## src/rtl/gpio4_pkg.sv

```systemverilog
package gpio4_pkg;
  typedef enum logic [1:0] {
    SEL_NONE = 2'd0,
    SEL_DATA = 2'd1,
    SEL_DIR  = 2'd2
  } reg_sel_e;
endpackage

```

## src/rtl/gpio4_sync.sv

```systemverilog
module gpio4_sync #(
  parameter int W      = 4,
  parameter int STAGES = 2
) (
  input  logic         clk,
  input  logic         rst,
  input  logic [W-1:0] d,
  output logic [W-1:0] q
);
  logic [W-1:0] stage_q [STAGES];

  generate
    for (genvar s = 0; s < STAGES; s++) begin : g_stage
      if (s == 0) begin : g_first
        always_ff @(posedge clk) begin
          if (rst) stage_q[0] <= '0;
          else     stage_q[0] <= d;
        end
      end else begin : g_next
        always_ff @(posedge clk) begin
          if (rst) stage_q[s] <= '0;
          else     stage_q[s] <= stage_q[s-1];
        end
      end
    end
  endgenerate

  assign q = stage_q[STAGES-1];
endmodule

```

## src/rtl/gpio4_regs.sv

```systemverilog
module gpio4_regs #(
  parameter int PIN_N = 4
) (
  input  logic             clk,
  input  logic             rst,
  input  logic             wr_latch,
  input  logic             wr_dir,
  input  logic [PIN_N-1:0] wbits,
  output logic [PIN_N-1:0] latch_q,
  output logic [PIN_N-1:0] dir_q
);
  always_ff @(posedge clk) begin
    if (rst) begin
      latch_q <= '0;
      dir_q   <= '0;
    end else begin
      if (wr_latch) latch_q <= wbits;
      if (wr_dir)   dir_q   <= wbits;
    end
  end
endmodule

```

## src/rtl/gpio4_readmux.sv

```systemverilog
module gpio4_readmux
  import gpio4_pkg::*;
#(
  parameter int PIN_N  = 4,
  parameter int DATA_W = 8
) (
  input  logic              clk,
  input  logic              rst,
  input  logic              rd,
  input  reg_sel_e          sel,
  input  logic [PIN_N-1:0]  latch_q,
  input  logic [PIN_N-1:0]  dir_q,
  input  logic [PIN_N-1:0]  pin_sync,
  output logic [DATA_W-1:0] rdata
);
  localparam int PAD_W = DATA_W - PIN_N;

  logic [PIN_N-1:0]  mixed;
  logic [DATA_W-1:0] next_rdata;

  generate
    for (genvar n = 0; n < PIN_N; n++) begin : g_bit
      assign mixed[n] = dir_q[n] ? latch_q[n] : pin_sync[n];
    end
  endgenerate

  always_comb begin
    case (sel)
      SEL_DATA: next_rdata = {{PAD_W{1'b1}}, mixed};
      SEL_DIR:  next_rdata = '1;
      default:  next_rdata = '0;
    endcase
  end

  always_ff @(posedge clk) begin
    if (rst)     rdata <= '0;
    else if (rd) rdata <= next_rdata;
  end
endmodule

```

## src/rtl/gpio4_port.sv

```systemverilog
module gpio4_port
  import gpio4_pkg::*;
#(
  parameter int              ADDR_W      = 16,
  parameter int              DATA_W      = 8,
  parameter int              PIN_N       = 4,
  parameter int              SYNC_STAGES = 2,
  parameter logic [ADDR_W-1:0] DATA_ADDR = 16'hFFDD,
  parameter logic [ADDR_W-1:0] DIR_ADDR  = 16'hFFED
) (
  input  logic              clk,
  input  logic              rst,
  input  logic [ADDR_W-1:0] bus_addr,
  input  logic              bus_wr,
  input  logic              bus_rd,
  input  logic [DATA_W-1:0] bus_wdata,
  output logic [DATA_W-1:0] bus_rdata,
  input  logic [PIN_N-1:0]  pin_in,
  input  logic [PIN_N-1:0]  pin_gpio_en,
  output logic [PIN_N-1:0]  pin_out,
  output logic [PIN_N-1:0]  pin_oe
);
  reg_sel_e         sel;
  logic [PIN_N-1:0] latch_q;
  logic [PIN_N-1:0] dir_q;
  logic [PIN_N-1:0] pin_sync;

  always_comb begin
    if (bus_addr == DATA_ADDR)     sel = SEL_DATA;
    else if (bus_addr == DIR_ADDR) sel = SEL_DIR;
    else                           sel = SEL_NONE;
  end

  gpio4_sync #(.W(PIN_N), .STAGES(SYNC_STAGES)) u_sync (
    .clk(clk), .rst(rst), .d(pin_in), .q(pin_sync)
  );

  gpio4_regs #(.PIN_N(PIN_N)) u_regs (
    .clk      (clk),
    .rst      (rst),
    .wr_latch (bus_wr && sel == SEL_DATA),
    .wr_dir   (bus_wr && sel == SEL_DIR),
    .wbits    (bus_wdata[PIN_N-1:0]),
    .latch_q  (latch_q),
    .dir_q    (dir_q)
  );

  gpio4_readmux #(.PIN_N(PIN_N), .DATA_W(DATA_W)) u_rmux (
    .clk      (clk),
    .rst      (rst),
    .rd       (bus_rd),
    .sel      (sel),
    .latch_q  (latch_q),
    .dir_q    (dir_q),
    .pin_sync (pin_sync),
    .rdata    (bus_rdata)
  );

  assign pin_out = latch_q;
  assign pin_oe  = dir_q & pin_gpio_en;
endmodule

```

## config.mk

```make
export PLATFORM = sky130hd
export DESIGN_NAME = gpio4_port
export DESIGN_NICKNAME = d
export VERILOG_FILES = /design/src/rtl/gpio4_pkg.sv /design/src/rtl/gpio4_sync.sv /design/src/rtl/gpio4_regs.sv /design/src/rtl/gpio4_readmux.sv /design/src/rtl/gpio4_port.sv
export SDC_FILE = /design/constraint.sdc
export NUM_CORES = 1
export LEC_CHECK = 0
export BUFFER_PORTS_ARGS = -buffer_cell sky130_fd_sc_hd__clkbuf_2
export CORE_AREA = 2 2 48 50
export CTS_CLUSTER_DIAMETER = 30
export CTS_CLUSTER_SIZE = 24
export DETAILED_ROUTE_END_ITERATION = 8
export DIE_AREA = 0 0 50 52
export GPL_TIMING_DRIVEN = 0
export PLACE_DENSITY = 0.8
export SLEW_MARGIN = 20
export SYNTH_ARGS = -nofsm -noshare
export SYNTH_HDL_FRONTEND = slang
export SYNTH_SLANG_ARGS = --single-unit
```

## constraint.sdc

```tcl
create_clock -name clk -period 3.9 [get_ports clk]
set_input_delay 0.975 -clock clk [delete_from_list [all_inputs] [get_ports clk]]
set_output_delay 0.975 -clock clk [all_outputs]
set_load 0.01 [all_outputs]
```

# Word-level counts from Yosys, hierarchy flattened
# Memory sizes are Yosys's and may differ from the RTL's.
# Cells that the tools add are included.
[word_totals]
register_bits = 16
ramBits = 8
inputBits = 36
output_inout_bits = 16
wordCells = 25
memories = 1
[memory_table]
columns = ["memory", "depth", "word_bits", "rd", "rd_clocked_by_memory_dff", "write_ports", "line", "rtl"]
rows = [
  ["u_sync.stage_q", 2, 4, 2, 0, 2, "gpio4_sync.sv:10", "logic [W-1:0] stage_q [STAGES];"],
]
[classes]
eq_ne = 4
n_mux = 12
bitwise = 3
reduce_logical = 2
[ops]
columns = ["operator", "n"]
rows = [
  ["16-bit == test, second input constant", 2],
  ["8-bit case mux with 2 select lines", 1],
  ["4-bit 2-to-1 mux", 2],
  ["1-bit 2-to-1 mux", 7],
  ["4-bit bitwise AND", 1],
  ["2-bit 2-to-1 mux", 2],
  ["2-bit by 1-bit == test with 1-bit output, second input constant", 1],
  ["2-bit == test, second input constant", 1],
  ["1-bit logical AND", 2],
  ["1-bit OR", 2],
]

# Logic depth before layout (Yosys ltp)
[logic_depth]
word_depth = 5
mapped_depth = 5
mapped_depth_nobuf = 4

# Modules after synthesis
# From an unflattened synthesis, not the netlist that was laid out.
[unflattened]
cells_unflattened = 88
area_unflattened_um2 = 927.1
[by_module_without_submodules]
columns = ["mod", "instances", "cells_per_inst", "area_each_um2", "seq_area_each_um2"]
rows = [
  ["gpio4_readmux", 1, 32, 304.0, 100.1],
  ["gpio4_regs", 1, 27, 284.0, 160.2],
  ["gpio4_sync", 1, 16, 210.2, 160.2],
  ["gpio4_port", 1, 13, 128.9, 0.0],
]

# Worst setup path before layout
# Ideal clock, no wire load.
[synth_timing]
path_kind = "in2out"
from = "input pin_gpio_en[0]"
to = "output pin_oe[0]"
arrival_time_ns = 1.140
required_ns = 2.925
path_slack_ns = 1.785
cell_stages = 1
n_path_buf = 0
cell_sequence = "and2_1"
[synth_via]
elab_chain_len = 1
[synth_rtl]
columns = ["item", "line", "rtl"]
rows = [
  ["from (decl)", "gpio4_port.sv:19", "input logic [PIN_N-1:0] pin_gpio_en,"],
  ["4-bit bitwise AND", "gpio4_port.sv:60", "assign pin_oe = dir_q & pin_gpio_en;"],
  ["to (decl)", "gpio4_port.sv:21", "output logic [PIN_N-1:0] pin_oe"],
]
# Every way passes these cells.

# Final worst setup path
[layout_timing]
from = "input pin_gpio_en[1]"
to = "output pin_oe[1]"
# The elaborated chain is that of the path after synthesis.

==> impl_metrics.ini <==
[floorplan]
start_util_pct = 42.8
dieArea_sq_um = 2600
die_h_um = 52
core_sq_um = 2110
fp.dieW_um = 50
io_pins = 52
fp-row-count = 17

[pwr]
power_frac_seq_pct = 61.7
switching_share_pct = 22.7
switchingPower_mw = 0.0806
power_leakage_nw = 0.493
power.ir.vdd_worst_mv = 0.264
p_comb_share_pct = 9.4
p_int_mw = 0.275
clkPwrFrac_pct = 28.9
p_per_area_nw_per_um2 = 299

[global_routing]
grt_overflow = 0
grt_use_met3_pct = 6.61
use_met1_pct = 18.9
met2_usage_pct = 33.6
first_global_vias = 867
busiest_layer = met2
grt_pass1_wl_mm = 3.63
antenna_found_initial = 0
grt_max_degree = 12
grt.total_usage_pct = 18.5

[detailed_routing]
post-route-drc-count = 0
drtIter0Drc = 4
firstDrtPassIters = 4
wl_per_cell_um = 11.5
ant_nets = 0
vias_per_cell = 5.02
vias = 898
drt_wl_total_mm = 2.07

[sta]
setup_violations = 0
setup_tns_ns = 0
max_freq_mhz = 438
min_period_over_period_pct = 58.5
worst_slew_pin_slew_ns = 0.459
relSlewSlack_pct = 69.3
grt_setup_unrepaired = false
slew_violations = 0
finClkSkew_ns = 0.0132
fin_crit_ns = 2.28
hold_viol = 0

[run_status]
status = complete, no violations

[synthesis]
yosysTopAreaCellShare_pct = 46.6
ys_top_cells_by_area = dfxtp_1 (47%), nand4_1 (7.6%), a21oi_1 (7.2%), nor2b_1 (6.9%), mux2i_1 (4.4%)
yosys_warnings = 0
seq_area_frac_synth_pct = 46.6
avgSynthCellArea_sq_um = 8.84
synth_nets = 138
syn_area_sq_um = 902
synth-seq-cells = 21
synth_cell_type_count = 19
syn_inst = 102
yosysTopAreaCell = dfxtp_1

[clocking]
htree_levels = 1
cts_buffer_depth = 2
numCtsBuffers = 3
cts_hold_buf = 0
cts.sinks = 21
clk_latency_ns = 0.31
cts_setup_buffers = 0
cts_resized = 0
cts_tree = yes
root_buffer = clkbuf_4
clkTransAtPathRegs_ns = 0.10

[critical_path]
startpoint_type = primary input
path_class = primary input to output pin
worstPathRequired_ns = 2.92
r2r_cells = 4
endpoint = pin_oe[1]
regToRegSetupSlack_ns = 2.87
regToRegEndpoint = u_rmux.rdata[1]$_SDFFE_PP0P_
crit_path_end_kind = output pin
crit_path_start = pin_gpio_en[1]
arrival_ns = 1.31
critPathMaxFanout = 1
reg2reg_from = u_regs.dir_q[1]$_SDFFE_PP0P_

[cells_and_area]
num-nets-final = 188
drive_gt1_share_pct = 35.8
stdcell_count = 179
num_antenna_cells = 0
final_cell_mix = clkbuf_2 (45), dfxtp_1 (21), a21oi_1 (13), nand4_1 (11), nor2b_1 (10)
final_common_cell = clkbuf_2
area.growth.synth_to_final_pct = 31.8

[hold_path]
min_path_type = register to register
min-delay-start = u_sync.stage_q[0][2]$_SDFF_PP0_

[placed_design]
gp_routability_congestion = 0.744
place_hpwl_mm = 1.65
dp.cells = 175
portBuffers = 45

[job]
drv_cap = 0
## Yosys cell counts
cell type and instances:
or2_1 1, buf_4 4, clkbuf_1 5, mux2i_1 4
nor2_1 3, o21ai_1 8, nand3_1 1, dfxtp_1 21
a21oi_1 13, and2_1 4, nand4b_1 1, nand4_1 11
nor4_2 1, nand2b_1 6, o211ai_1 3, nor2b_1 10
buf_2 1, nand2_1 4, or4_1 1
## power by group through the flow
stage | logic (mW) | registers, mW | clock network (mW)
floorplan | 0.0150 | 0.224 | 0
global placement | 0.0323 | 0.224 | 0
detailed placement | 0.0335 | 0.224 | 0
CTS | 0.0336 | 0.219 | 0.108
global route | 0.0380 | 0.220 | 0.118
finish | 0.0334 | 0.219 | 0.103
## cell families after synthesis
| logic type | synth area share [%] |
|---|---|
| DFF | 46.6 |
| AOI/OAI and AO/OA | 14.1 |
| buffers and inverters | 5.96 |
| muxes | 4.44 |
| and+or+nand+nor | 28.8 |
## layer usage
metal	up-vias	part of all wire [%]
li1	456	-
met1	410	39
met2	28	52
met3	4	7.0
met4	0	1.3
met5	-	0
## worst max-delay path, stage by stage
cell      delay [ns]
clkbuf_2        0.07
and2_1          0.14
clkbuf_2        0.12
## per-stage QoR
| step | hold WS (ns) | cell area [sq um] | setup slack (ns) | util (%) | power [mW] |
|---|---|---|---|---|---|
| after floorplan | 0.414 | 902 | 1.79 | - | 0.239 |
| after global placement | 0.417 | 1160 | 1.62 | 55.2 | 0.256 |
| after detailed placement | 0.430 | 1160 | 1.62 | 55.2 | 0.258 |
| after CTS | 0.458 | 1190 | 1.62 | 56.4 | 0.361 |
| after global routing | 0.466 | 1190 | 1.59 | 56.4 | 0.375 |
| final | 0.449 | 1190 | 1.62 | 56.4 | 0.355 |
## layout make-up
class,instances,area [sq um]
Fill cell,210,917
Sequential cell,21,420
Buffer,10,53.8
Clock buffer,4,26.3
Multi-Input combinational cell,71,428
Timing Repair Buffer,45,225
Tap cell,28,35.0
## worst min path at each step
stage / endpoint / depth (start not counted)
final: u_sync.stage_q[1][2]$_SDFF_PP0_ / 1
after global routing: u_sync.stage_q[1][3]$_SDFF_PP0_ / 1
after CTS: u_sync.stage_q[1][2]$_SDFF_PP0_ / 1
after detailed placement: u_sync.stage_q[1][2]$_SDFF_PP0_ / 1
after global placement: u_sync.stage_q[1][1]$_SDFF_PP0_ / 1
after floorplan: u_sync.stage_q[1][0]$_SDFF_PP0_ / 1
## flip-flops by register name, summed over array words and instances, names as in the netlist
register,flops
u_sync.stage_q,8
u_rmux.rdata,5
u_regs.dir_q,4
u_regs.latch_q,4
Note: power is estimated with default switching activity, not from simulation.
